==> src/rtl/sll_pkg.sv <==
package sll_pkg;
  localparam int unsigned WORD_W = 21;
  localparam int unsigned CTRL_W = 2;
  localparam int unsigned REF_W  = 14;
  localparam int unsigned A_W    = 5;
  localparam int unsigned B_W    = 13;
  localparam int unsigned FN_W   = WORD_W - CTRL_W;

  typedef enum logic [CTRL_W-1:0] {
    DST_REF  = 2'b00,
    DST_CNT  = 2'b01,
    DST_FUNC = 2'b10,
    DST_INIT = 2'b11
  } dest_e;
endpackage

==> src/rtl/sll_sync_edge.sv <==
module sll_sync_edge #(
  parameter int unsigned STAGES = 2
) (
  input  logic clk,
  input  logic rst,
  input  logic din,
  output logic level,
  output logic rise
);
  logic [STAGES-1:0] chain;
  logic              prev;

  always_ff @(posedge clk) begin
    if (rst) begin
      chain <= '0;
      prev  <= 1'b0;
    end else begin
      chain <= {chain[STAGES-2:0], din};
      prev  <= chain[STAGES-1];
    end
  end

  assign level = chain[STAGES-1];
  assign rise  = chain[STAGES-1] & ~prev;
endmodule

==> src/rtl/sll_shifter.sv <==
module sll_shifter #(
  parameter int unsigned WIDTH = 21
) (
  input  logic             clk,
  input  logic             rst,
  input  logic             shift_en,
  input  logic             bit_in,
  output logic [WIDTH-1:0] word
);
  always_ff @(posedge clk) begin
    if (rst) word <= '0;
    else if (shift_en) word <= {word[WIDTH-2:0], bit_in};
  end
endmodule

==> src/rtl/sll_latch_bank.sv <==
module sll_latch_bank
  import sll_pkg::*;
(
  input  logic              clk,
  input  logic              rst,
  input  logic              load,
  input  logic [WORD_W-1:0] word,
  output logic [REF_W-1:0]  ref_div,
  output logic [A_W-1:0]    cnt_a,
  output logic [B_W-1:0]    cnt_b,
  output logic [FN_W-1:0]   func_word,
  output logic [FN_W-1:0]   init_word,
  output logic              ref_upd,
  output logic              cnt_upd,
  output logic              func_upd,
  output logic              init_upd
);
  localparam int unsigned A_LO = CTRL_W;
  localparam int unsigned B_LO = CTRL_W + A_W;

  dest_e dst;
  logic [3:0] sel;

  assign dst = dest_e'(word[CTRL_W-1:0]);

  always_comb begin
    sel = '0;
    if (load) begin
      unique case (dst)
        DST_REF:  sel[0] = 1'b1;
        DST_CNT:  sel[1] = 1'b1;
        DST_FUNC: sel[2] = 1'b1;
        DST_INIT: begin sel[2] = 1'b1; sel[3] = 1'b1; end
        default:  sel = '0;
      endcase
    end
  end

  always_ff @(posedge clk) begin
    if (rst) begin
      ref_div   <= '0;
      cnt_a     <= '0;
      cnt_b     <= '0;
      func_word <= '0;
      init_word <= '0;
      ref_upd   <= 1'b0;
      cnt_upd   <= 1'b0;
      func_upd  <= 1'b0;
      init_upd  <= 1'b0;
    end else begin
      ref_upd  <= sel[0];
      cnt_upd  <= sel[1];
      func_upd <= sel[2];
      init_upd <= sel[3];
      if (sel[0]) ref_div <= word[CTRL_W +: REF_W];
      if (sel[1]) begin
        cnt_a <= word[A_LO +: A_W];
        cnt_b <= word[B_LO +: B_W];
      end
      if (sel[2]) func_word <= word[WORD_W-1:CTRL_W];
      if (sel[3]) init_word <= word[WORD_W-1:CTRL_W];
    end
  end
endmodule

==> src/rtl/serial_latch_loader.sv <==
module serial_latch_loader
  import sll_pkg::*;
#(
  parameter int unsigned SYNC_STAGES = 2
) (
  input  logic              clk,
  input  logic              rst,
  input  logic              ser_clk,
  input  logic              ser_data,
  input  logic              ser_load,
  output logic [REF_W-1:0]  ref_div,
  output logic [A_W-1:0]    cnt_a,
  output logic [B_W-1:0]    cnt_b,
  output logic [FN_W-1:0]   func_word,
  output logic [FN_W-1:0]   init_word,
  output logic              ref_upd,
  output logic              cnt_upd,
  output logic              func_upd,
  output logic              init_upd
);
  logic sclk_lvl, sclk_rise;
  logic load_lvl, load_rise;
  logic data_lvl, data_rise;
  logic shift_en;
  logic [WORD_W-1:0] word;

  sll_sync_edge #(.STAGES(SYNC_STAGES)) u_sclk (
    .clk(clk), .rst(rst), .din(ser_clk), .level(sclk_lvl), .rise(sclk_rise));
  sll_sync_edge #(.STAGES(SYNC_STAGES)) u_load (
    .clk(clk), .rst(rst), .din(ser_load), .level(load_lvl), .rise(load_rise));
  sll_sync_edge #(.STAGES(SYNC_STAGES)) u_data (
    .clk(clk), .rst(rst), .din(ser_data), .level(data_lvl), .rise(data_rise));

  assign shift_en = sclk_rise & ~load_lvl;

  sll_shifter #(.WIDTH(WORD_W)) u_shift (
    .clk(clk), .rst(rst), .shift_en(shift_en), .bit_in(data_lvl), .word(word));

  sll_latch_bank u_bank (
    .clk(clk), .rst(rst), .load(load_rise), .word(word),
    .ref_div(ref_div), .cnt_a(cnt_a), .cnt_b(cnt_b),
    .func_word(func_word), .init_word(init_word),
    .ref_upd(ref_upd), .cnt_upd(cnt_upd), .func_upd(func_upd), .init_upd(init_upd));

  logic unused_ok;
  assign unused_ok = sclk_lvl ^ data_rise;
endmodule

==> config.mk <==
export PLATFORM = sky130hd
export DESIGN_NAME = serial_latch_loader
export DESIGN_NICKNAME = d
export VERILOG_FILES = /design/src/rtl/sll_pkg.sv /design/src/rtl/sll_sync_edge.sv /design/src/rtl/sll_shifter.sv /design/src/rtl/sll_latch_bank.sv /design/src/rtl/serial_latch_loader.sv
export SDC_FILE = /design/constraint.sdc
export NUM_CORES = 1
export LEC_CHECK = 0
export BUFFER_PORTS_ARGS = -buffer_cell sky130_fd_sc_hd__buf_2
export CAP_MARGIN = 20
export CORE_MARGIN = 5
export CORE_UTILIZATION = 48
export DETAILED_ROUTE_END_ITERATION = 7
export GPL_TIMING_DRIVEN = 0
export PLACE_DENSITY = 0.74
export SLEW_MARGIN = 20
export SYNTH_ARGS = -nofsm -noshare
export SYNTH_HDL_FRONTEND = slang
export SYNTH_SLANG_ARGS = --single-unit
export TNS_END_PERCENT = 100
==> constraint.sdc <==
create_clock -name clk -period 1.25 [get_ports clk]
set_input_delay 0.125 -clock clk [delete_from_list [all_inputs] [get_ports clk]]
set_output_delay 0.125 -clock clk [all_outputs]
set_load 0.02 [all_outputs]
==> results.yml, run 1 <==
critical_path:
  cp-end-kind: "register"
  crit_required_ps: 1480
  max_stage_delay_ps: 570
  worst-r2r-setup-slack_ps: -70
  path_class: "reg2reg"
  cp-start-kind: "register"
  cp_num_buf_inv: 1
  worstReg2RegStart: "u_load.prev"
  cp_top_family: "simple AND/OR/NAND/NOR gates"
  worst-path-max-fanout: 10
  worstPathCellList: "or4b_4 -> buf_12 -> mux2i_1"
  cp_data_arrival_time_ps: 1550
  slowest_stage: "or4b_4"
  crit_start: "u_load.prev"
  critPathCapture: "u_bank.ref_div[3]"
  cp_num_cells: 3
  worst-r2r-cell-count: 3
  worstReg2RegEnd: "u_bank.ref_div[3]"
logic_synthesis:
  synth_top_area_cell: "dfxtp_1"
  netlist_top_cells_area: "dfxtp_1 54%, mux2i_1 24%, nand2b_1 15%, nor2b_1 1.3%, clkbuf_1 1.2%"
  ys_ff_latch: 103
  synth_area_um2: 3790
  synth_cells: 326
  synth_nets: 331
  synth_top_area_share_pct: 54.5
  ys_seq_area_share_pct: 54.5
  post_synth.cell_area_avg_um2: 11.6
  yosys_warnings: 0
  synth.distinct_cells: 16
timing:
  worst_pin_slew_ps: 610
  finClkSkew_ps: 9.65
  setup_viol: 15
  fin_ws_ps: -70.9
  finalCritPeriodShare_pct: 106
  report.final.slew_viol_count: 0
  relSlewSlack_pct: 59.3
  post-route-min-period_ps: 1320
  fmax_mhz: 757
  hold_viol_final: 0
  whs_ps: 287
  setup_tns_ps: -740
  rsz0062_at_grt: "yes"
final_layout:
  drive_gt1_share_pct: 26.2
  area_growth_pct: 22.3
  fin_nets: 423
  fill_cells: 671
  n_antenna_cell: 0
  final_common_cell: "dfxtp_1"
  final_cell_mix: "99 x dfxtp_1, 92 x nand2b_1, 91 x mux2i_1"
  fin_cells: 525
  stdcell_area_um2: 4630
  final_util_pct: 60.2
placed_design:
  place_congestion: 0.740
  hpwl_um: 5670
  io_buffers: 77
  post-place-cells: 505
  preCtsSetupSlack_ps: -186
  placed_area_um2: 4310
floorplanning:
  ios: 79
  die-width_um: 98.8
  die_area_um2: 9760
  die_h_um: 98.8
  fp-row-count: 32
  initial_core_util_pct: 49.3
  coreArea_um2: 7690
routing:
  wl_met3_um: 420
  met2_length_um: 3850
  via_count: 2528
  wl_met1_um: 3630
  drtIter0Drc: 54
  postRouteWirelength_um: 8050
  ant_nets: 0
  top_layer: "met4"
  first_pass_iters: 5
  wl_per_cell_um: 15.3
  via_per_inst: 4.82
  drc_errors: 0
pwr:
  p_per_area_nw_per_um2: 1290
  switching_power_mw: 1.17
  fin_total_pwr_mw: 5.99
  leakagePower_nw: 2.29
  cell_internal_pwr_mw: 4.83
  sequentialPowerShare_pct: 55.0
  sw_frac_of_total_pct: 19.5
  ir_drop_v: 0.000743
  clkPwrFrac_pct: 42.1
  pwr-share-comb_pct: 2.9
clocking:
  cts_tree: "done"
  cts_made_buffers: 9
  root_buffer: "clkbuf_8"
  clock-sinks: 103
  insertion_delay_ps: 360
  clk_pin_slew_worst_paths_ps: 90
  clock_path_buffers: 2
  h-tree-depth: 3
global_route:
  grt_pass1_vias: 2642
  grt_max_degree: 17
  grt_antenna_before_repair: 0
  grt_first_pass_wirelength_um: 13200
  overflow: 0
  track_usage_pct: 16.8
run_status:
  status: "finished, violations left"
  violations: "negative setup slack"
run:
  maxCapViolCount: 0
worst_hold_path:
  holdCritPathClass: "in2reg"
## state kept, by name, indices dropped and copies added, names as in the netlist, 2 cells and up
register	flops
u_bank.cnt_a	5
u_bank.cnt_b	13
u_bank.func_word	19
u_bank.init_word	19
u_bank.ref_div	14
u_data.chain	2
u_load.chain	2
u_sclk.chain	2
u_shift.word	21
## cells in the mapped netlist
master     number
buf_4           1
nand4b_1        1
buf_2           7
dfxtp_1       103
nor2b_1         8
or4b_4          1
nor4b_2         1
buf_6           1
clkbuf_1       12
nor2_1          4
nor3b_1         1
nand3b_1        1
nand2b_1       92
mux2i_1        91
nand4bb_1       1
nor4bb_1        1
## worst min-delay path: cells and delay by family
family | cells | cell delay (ps)
and+or+nand+nor | 1 | 200
buffers and inverters | 1 | 160
muxes | 1 | 120
## per-layer routing
layer	global-route usage, %	vias up
met5	0	-
met2	27.9	64
met1	21.1	1187
met3	3.89	15
met4	6.51	0
li1	-	1262
## how the worst min path moves through the flow
stage	slack (ps)	start	depth (start not counted)	to
floorplan	250	ser_data	1	u_data.chain[0]
global placement	340	ser_load	2	u_load.chain[0]
detailed placement	350	ser_load	2	u_load.chain[0]
CTS	250	rst	3	u_shift.word[1]
global route	320	rst	3	u_bank.init_word[1]
finish	290	rst	3	u_shift.word[1]
## cell type report
class,count,area [µm²],share of cell area [%]
timing repair buffer,81,423,9.13
clock buffer,11,151,3.27
buffer,21,128,2.76
clock inverter,5,104,2.24
tap,102,128,2.76
sequential,103,2070,44.6
multi-input combinational,202,1630,35.2
## repair_timing
action | CTS | global route
buffers inserted | 1 | 0
setup endpoints to repair | 46 | 30
hold buffers | 3 | 0
endpoints found under the hold margin | 3 | 0
resized for setup | 7 | 3
## logic make-up after synthesis
family                 count (synthesis)  share of synthesized area, %
flip-flops                           103                          54.5
buffers and inverters                 21                          2.61
AND/OR/NAND/NOR                      111                          18.9
multiplexers                          91                          24.1
## power groups by stage
stage                     clock (mW)  combinational, mW  sequential [mW]
final                           2.53              0.172             3.30
after CTS                       2.58              0.173             3.30
after global placement             0              0.159             3.37
after floorplan                    0              0.123             3.37
after detailed placement           0              0.160             3.37
after global routing            2.70              0.184             3.30
(Power assumes the default switching activity.)
==> inputs of run 2 (changes only) <==
CORE_UTILIZATION = 50   (was 48)
clock period = 1.3 ns   (was 1.25 ns; I/O delays follow)
==> results.yml, run 2 (synthesis results as in run 1) <==
floorplanning:
  die_area_um2: 9410
  ios: 79
  die_h_um: 97.0
  initial_core_util_pct: 51.6
  coreArea_um2: 7330
  die-width_um: 97.0
  fp-row-count: 31
critical_path:
  crit_start: "u_shift.word[0]"
  worst-path-max-fanout: 10
  cp_top_family: "simple AND/OR/NAND/NOR gates"
  cp_num_buf_inv: 1
  path_class: "reg2reg"
  slowest_stage: "or4b_4"
  worstPathCellList: "or4b_4 -> buf_12 -> mux2i_1"
  crit_required_ps: 1540
  cp_data_arrival_time_ps: 1570
  max_stage_delay_ps: 560
  worstReg2RegStart: "u_shift.word[0]"
  cp-end-kind: "register"
  cp-start-kind: "register"
routing:
  first_pass_iters: 4
  wl_per_cell_um: 15.2
  via_count: 2544
  ant_nets: 0
  drtIter0Drc: 61
  postRouteWirelength_um: 7940
  via_per_inst: 4.87
  drc_errors: 0
pwr:
  sequentialPowerShare_pct: 59.0
  cell_internal_pwr_mw: 4.17
  fin_total_pwr_mw: 5.37
  sw_frac_of_total_pct: 22.5
  clkPwrFrac_pct: 37.9
  switching_power_mw: 1.21
  leakagePower_nw: 2.26
  pwr-share-comb_pct: 3.1
  p_per_area_nw_per_um2: 1180
  ir_drop_v: 0.000756
clocking:
  cts_tree: "done"
  insertion_delay_ps: 360
  clk_pin_slew_worst_paths_ps: 100
  root_buffer: "clkbuf_8"
  cts_made_buffers: 9
  h-tree-depth: 3
  clock_path_buffers: 2
  clock-sinks: 103
run:
  maxCapViolCount: 0
global_route:
  overflow: 0
  grt_antenna_before_repair: 0
  grt_max_degree: 19
  grt_pass1_vias: 2576
  grt_first_pass_wirelength_um: 13200
  track_usage_pct: 17.4
timing:
  fin_ws_ps: -34.9
  whs_ps: 272
  finClkSkew_ps: 11.0
  rsz0062_at_grt: "yes"
  relSlewSlack_pct: 60.3
  setup_viol: 10
  hold_viol_final: 0
  fmax_mhz: 749
  report.final.slew_viol_count: 0
  worst_pin_slew_ps: 594
  finalCritPeriodShare_pct: 103
  post-route-min-period_ps: 1330
run_status:
  status: "finished, violations left"
  violations: "negative setup slack"
final_layout:
  regArea_um2: 2070
  largest_reg_flops: 21
  fin_nets: 423
  regMostFlops: "u_shift.word"
  multi_input_area_um2: 1630
  area_growth_pct: 20.8
  drive_gt1_share_pct: 26.2
  stdcell_area_um2: 4570
  final_cell_mix: "99 x dfxtp_1, 92 x nand2b_1, 91 x mux2i_1"
  fill_cells: 632
  n_antenna_cell: 0
  final_util_pct: 62.4
  final_common_cell: "dfxtp_1"
  largestRegisters: "u_shift.word: 21 flops, u_bank.func_word: 19 flops, u_bank.init_word: 19 flops"
placed_design:
  hpwl_um: 5480
  io_buffers: 77
  place_congestion: 0.762
  placed_area_um2: 4300
worst_hold_path:
  min-delay-start: "rst"
  holdCritPathClass: "in2reg"
run 2: tightest hold or removal path: cells and delay by family:
family	cells	cell delay (ps)
and+or+nand+nor	1	180
buffers and inverters	1	170
muxes	1	110
run 2: final cells by class:
class,instances,area share (%)
plain buffers,21,2.71
clock buffers,9,2.71
clock inverters,7,1.70
multi-input cells,202,35.7
flip-flops and latches,103,45.3
well taps,99,2.71
repair buffers,81,9.25
run 2: worst paths after layout:
kind / to / slack [ps] / cells past startpoint
max: u_bank.ref_div[3] / -30 / 3
min: u_bank.init_word[1] / 270 / 3
max reg2reg: u_bank.ref_div[3] / -30 / 3
min reg2reg: u_load.chain[1] / 440 / 1
run 2: per-layer routing:
layer | up-vias | wire (µm) | track usage (%)
met4 | 0 | 145 | 7.67
met5 | - | 0 | 0
met1 | 1197 | 3790 | 23.0
met2 | 64 | 3630 | 27.0
li1 | 1270 | - | -
met3 | 13 | 382 | 4.03
run 2: through the flow:
step,instances,setup TNS [ps],worst slack [ps]
4_1_cts,521,-187,-29.6
2_1_floorplan,326,0,28.3
5_1_grt,522,-908,-83.5
3_3_place_gp,502,-3820,-152
3_5_place_dp,502,-4870,-156
6_report,522,-259,-34.9
run 2: power groups by stage:
stage / sequential [mW] / clock (mW) / combinational (mW)
global route: 3.17 / 2.22 / 0.180
CTS: 3.17 / 2.09 / 0.162
global placement: 3.24 / 0 / 0.152
floorplan: 3.24 / 0 / 0.117
detailed placement: 3.24 / 0 / 0.154
finish: 3.17 / 2.04 / 0.165
run 2: repair_timing:
item | in CTS | in global routing
endpoints found under the setup margin | 45 | 33
gates resized for setup | 7 | 8
endpoints found under the hold margin | 3 | 0
hold buffers | 3 | 0
buffers inserted | 0 | 1
gates cloned | 0 | 0
